### src/rtl/irq_coalesce_pkg.sv
package irq_coalesce_pkg;
  typedef enum logic [1:0] {
    CNT_HOLD = 2'd0,
    CNT_DEC  = 2'd1,
    CNT_LOAD = 2'd2
  } cnt_op_e;

  typedef enum logic [1:0] {
    TMR_HOLD    = 2'd0,
    TMR_DEC     = 2'd1,
    TMR_RESTART = 2'd2
  } tmr_op_e;
endpackage

### src/rtl/coal_count.sv
module coal_count
  import irq_coalesce_pkg::*;
#(
  parameter int unsigned W = 8
) (
  input  logic         clk_i,
  input  logic         rst_ni,
  input  logic         cmpl_i,
  input  logic         load_i,
  input  logic [W-1:0] thresh_i,
  output logic         hit_o,
  output logic [W-1:0] cnt_o
);
  localparam logic [W-1:0] One = W'(1);

  logic [W-1:0] cnt_q;
  cnt_op_e      op;

  assign hit_o = cmpl_i && (cnt_q == One);

  always_comb begin
    if (load_i || hit_o) op = CNT_LOAD;
    else if (cmpl_i)     op = CNT_DEC;
    else                 op = CNT_HOLD;
  end

  always_ff @(posedge clk_i or negedge rst_ni) begin
    if (!rst_ni) begin
      cnt_q <= '0;
    end else begin
      unique case (op)
        CNT_LOAD: cnt_q <= thresh_i;
        CNT_DEC:  cnt_q <= cnt_q - One;
        default:  cnt_q <= cnt_q;
      endcase
    end
  end

  assign cnt_o = cnt_q;
endmodule

### src/rtl/coal_timer.sv
module coal_timer
  import irq_coalesce_pkg::*;
#(
  parameter int unsigned W = 8
) (
  input  logic         clk_i,
  input  logic         rst_ni,
  input  logic         restart_i,
  input  logic [W-1:0] delay_i,
  input  logic         tick_i,
  output logic         expire_o,
  output logic [W-1:0] tmr_o
);
  localparam logic [W-1:0] One = W'(1);

  logic [W-1:0] tmr_q;
  tmr_op_e      op;

  always_comb begin
    if (restart_i)                   op = TMR_RESTART;
    else if (tick_i && tmr_q != '0)  op = TMR_DEC;
    else                             op = TMR_HOLD;
  end

  // one-shot: fires only on the 1 -> 0 step
  assign expire_o = (op == TMR_DEC) && (tmr_q == One);

  always_ff @(posedge clk_i or negedge rst_ni) begin
    if (!rst_ni) begin
      tmr_q <= '0;
    end else begin
      unique case (op)
        TMR_RESTART: tmr_q <= delay_i;
        TMR_DEC:     tmr_q <= tmr_q - One;
        default:     tmr_q <= tmr_q;
      endcase
    end
  end

  assign tmr_o = tmr_q;
endmodule

### src/rtl/irq_coalesce.sv
module irq_coalesce
  import irq_coalesce_pkg::*;
#(
  parameter int unsigned CTRL_W  = 32,
  parameter int unsigned CNT_W   = 8,
  parameter int unsigned TMR_W   = 8,
  parameter int unsigned THR_LSB = 16,
  parameter int unsigned DLY_LSB = 24
) (
  input  logic              clk_i,
  input  logic              rst_ni,
  input  logic [CTRL_W-1:0] ctrl_i,
  input  logic              cmpl_i,
  input  logic              reload_i,
  input  logic              tick_i,
  output logic              ioc_set_o,
  output logic              dly_set_o,
  output logic [CNT_W-1:0]  cnt_o,
  output logic [TMR_W-1:0]  tmr_o
);
  logic [CNT_W-1:0] thresh;
  logic [TMR_W-1:0] delay;
  logic             restart, expire, hit;
  logic             ioc_q, dly_q;

  assign thresh  = ctrl_i[THR_LSB +: CNT_W];
  assign delay   = ctrl_i[DLY_LSB +: TMR_W];
  assign restart = cmpl_i && (delay != '0);

  coal_timer #(.W(TMR_W)) u_tmr (
    .clk_i     (clk_i),
    .rst_ni    (rst_ni),
    .restart_i (restart),
    .delay_i   (delay),
    .tick_i    (tick_i),
    .expire_o  (expire),
    .tmr_o     (tmr_o)
  );

  coal_count #(.W(CNT_W)) u_cnt (
    .clk_i    (clk_i),
    .rst_ni   (rst_ni),
    .cmpl_i   (cmpl_i),
    .load_i   (reload_i || expire),
    .thresh_i (thresh),
    .hit_o    (hit),
    .cnt_o    (cnt_o)
  );

  always_ff @(posedge clk_i or negedge rst_ni) begin
    if (!rst_ni) begin
      ioc_q <= 1'b0;
      dly_q <= 1'b0;
    end else begin
      ioc_q <= hit;
      dly_q <= expire;
    end
  end

  assign ioc_set_o = ioc_q;
  assign dly_set_o = dly_q;
endmodule

### config.mk
export PLATFORM = sky130hd
export DESIGN_NAME = irq_coalesce
export DESIGN_NICKNAME = d
export VERILOG_FILES = /design/src/rtl/irq_coalesce_pkg.sv /design/src/rtl/coal_count.sv /design/src/rtl/coal_timer.sv /design/src/rtl/irq_coalesce.sv
export SDC_FILE = /design/constraint.sdc
export NUM_CORES = 1
export LEC_CHECK = 0
export BUFFER_PORTS_ARGS = -buffer_cell sky130_fd_sc_hd__buf_2
export CORE_ASPECT_RATIO = 1.4
export CORE_MARGIN = 2
export CORE_UTILIZATION = 49
export DETAILED_ROUTE_END_ITERATION = 6
export PLACE_DENSITY = 0.84
export SLEW_MARGIN = 40
export SYNTH_ARGS = -nofsm -noshare
export SYNTH_HDL_FRONTEND = slang
export SYNTH_SLANG_ARGS = --single-unit
### constraint.sdc
create_clock -name clk_i -period 6 [get_ports clk_i]
set_clock_uncertainty 0.1 [all_clocks]
set_input_delay 1.8 -clock clk_i [delete_from_list [all_inputs] [get_ports clk_i]]
set_output_delay 1.8 -clock clk_i [all_outputs]
set_load 0.005 [all_outputs]
==> results.cfg <==
[route]
vias = 918
via_per_inst = 5.53
drt_first_pass_iters = 4
remaining_drc_errors = 0
wl_per_cell_um = 14.6
drt-total-wl_mm = 2.42
drtIter0Drc = 14
antenna_left = 0

[clock_network]
clock_latency_ns = 0.29
clock_sinks = 18
postCtsHoldBufs = 0
root_buffer = clkbuf_4
cts_tree = yes
clk_path_buf_depth = 2
path_clk_slew_ns = 0.10
ctsHtreeMaxLevel = 1
postCtsSetupBuffers = 0
ctsResizeCount = 0
numCtsBuffers = 3

[logic_synthesis]
ys.flop_type = dfrtp_1
synthArstFlopShare_pct = 100
ys_warn_count = 0
syn_nets = 145
ys_seq_elements = 18
synth_cells = 104
syn_area_mm2 = 0.00115
post_synth.cell_area_avg_um2 = 11.0
synthDistinctLibCells = 35
synth-edff-count = 0
ys_seq_area_share_pct = 39.2

[worst_setup_path]
cp_data_required_time_ns = 6.08
setup.worst_path.class = primary input to register
path_cells = buf_2 -> or4_1 -> o21ai_4 -> a211oi_4 -> mux2_4
setup.worst_path.end_class = register
crit_arrival_ns = 3.23
startpoint_type = primary input
r2r_cells = 6
crit_family = simple AND/OR/NAND/NOR gates
cp.depth = 5
crit_end = u_cnt.cnt_o[7]
reg2reg_to = u_cnt.cnt_o[7]
setup.worst_path.start = ctrl_i[24]
cp.buffers_inverters = 1
cp_slowest_cell = or4_1
path_max_fanout = 8
r2r_start = u_tmr.tmr_o[0]
worst-r2r-setup-slack_ns = 3.72
crit_path_max_incr_delay_ns = 0.59

[placed_design]
port_buffers = 38
place_hpwl_mm = 1.90
dp_worst_setup_slack_ns = 2.53
gp_congestion = 0.868

[layout]
final_common_cell = buf_2
drive_gt1_share_pct = 40.3
fillers = 192
areaGrowthSynthToFinish_pct = 19.9
num-nets-final = 187
final_core_util_pct = 62.6
final_cell_mix = buf_2, dfrtp_1, mux2_4, nand2_1, xor2_1
antenna_cells = 0

[grt]
grt_max_degree = 19
grt_usage_pct = 19.4
grt_overflow_total = 0
grt_pass1_vias = 878
grt_pass1_wl_mm = 3.92
antenna_found_initial = 0

[die]
initial_core_util_pct = 52.2
fp.coreArea_mm2 = 0.00220
dieHeight_um = 61.3
top_level_ports = 55
fp.dieArea_mm2 = 0.00275
die-width_um = 44.9
fp-row-count = 20

[sta]
hold_violations = 0
rsz0062_at_grt = false
maxClockFrequency_mhz = 318
tns_ns = 0
setup_ws_ns = 2.85
min_period_ns = 3.15
drv_slew = 0
period_share_pct = 52.5
tightest_slew_ns = 0.609
slew_headroom_pct = 59.1
setup_violations = 0

[power]
power_density_mw_per_mm2 = 224
vdd_drop_max_mv = 0.126
cellLeakagePower_nw = 0.664

[flow_run]
maxCapViolCount = 0

[status]
status = finished, final reports clean

[hold_path]
hold_class = register to register
[cells in the mapped netlist, types with 2 or more instances]
| library cell | count | area, um^2 |
|---|---|---|
| ha_1 | 4 | 50.1 |
| xor2_1 | 7 | 61.3 |
| nand2_1 | 7 | 26.3 |
| o21ai_1 | 3 | 15.0 |
| xnor2_1 | 2 | 17.5 |
| nor2_1 | 6 | 22.5 |
| nor3_1 | 6 | 30.0 |
| nor4_1 | 2 | 12.5 |
| mux2_4 | 8 | 120 |
| a21oi_1 | 4 | 20.0 |
| or4_4 | 2 | 22.5 |
| o21ai_0 | 2 | 10.0 |
| dfrtp_1 | 18 | 450 |
| inv_1 | 6 | 22.5 |
| mux2i_1 | 4 | 40.0 |
| or3b_1 | 2 | 17.5 |
| or4_1 | 2 | 15.0 |
| a211oi_1 | 2 | 15.0 |
[where the power goes]
group | internal (mW) | switching, mW | leakage (nW)
registers | 0.136 | 0.0225 | 0.217
clock network | 0.0233 | 0.0368 | 0.0138
logic | 0.0494 | 0.0408 | 0.433
total | 0.209 | 0.100 | 0.664
[final cells by class]
class	instances	area (um^2)	share of cell area, %
clock buffers	3	22.5	1.63
inverters	6	22.5	1.63
multi-input cells	79	664	48.2
flip-flops and latches	18	450	32.7
well taps	22	27.5	2.00
repair buffers	38	190	13.8
[worst reg2reg max path, cell delays in order, from the launching register on]
cell	delay, ns
dfrtp_1	0.48
inv_1	0.09
ha_1	0.29
nor4bb_1	0.09
and3_4	0.20
a211oi_4	0.57
mux2_4	0.35
[flip-flops by register name, summed over array words and instances, names as in the netlist]
signal and cells:
u_tmr.tmr_o 8, u_cnt.cnt_o 8, ioc_set_o 1, dly_set_o 1
[kinds of logic after synthesis]
group	Yosys count	share of synthesized area, %
AND/OR/NAND/NOR	37	21.2
flip-flops	18	39.2
AO/OA/AOI/OAI	16	10.5
multiplexers	13	14.9
XOR/XNOR	9	6.86
buffers and inverters	7	2.94
adder cells (fa/ha/maj)	4	4.36
[per-stage QoR]
stage	power [mW]	instance area [um^2]	std cells	hold WS, ns
final	0.309	1380	166	0.451
after global routing	0.331	1380	166	0.497
after CTS	0.311	1380	166	0.466
after detailed placement	0.252	1360	163	0.453
after global placement	0.248	1360	163	0.431
after floorplan	0.215	1150	104	0.430
[routing by layer]
metal | part of all wire, % | GRT usage [%] | vias up
met5 | 0 | 0 | -
met4 | 0.58 | 7.56 | 0
met3 | 4.9 | 2.93 | 2
met2 | 51 | 34.1 | 30
met1 | 44 | 23.4 | 432
li1 | - | - | 454
[worst min path at each step]
stage | startpoint | to | cells past startpoint
CTS | u_cnt.cnt_o[7] | ioc_set_o | 1
global placement | u_cnt.cnt_o[7] | ioc_set_o | 1
floorplan | u_cnt.cnt_o[7] | ioc_set_o | 1
finish | u_cnt.cnt_o[7] | ioc_set_o | 1
global route | u_cnt.cnt_o[7] | ioc_set_o | 1
detailed placement | u_cnt.cnt_o[7] | ioc_set_o | 1
Note: power is estimated with default switching activity, not from simulation.
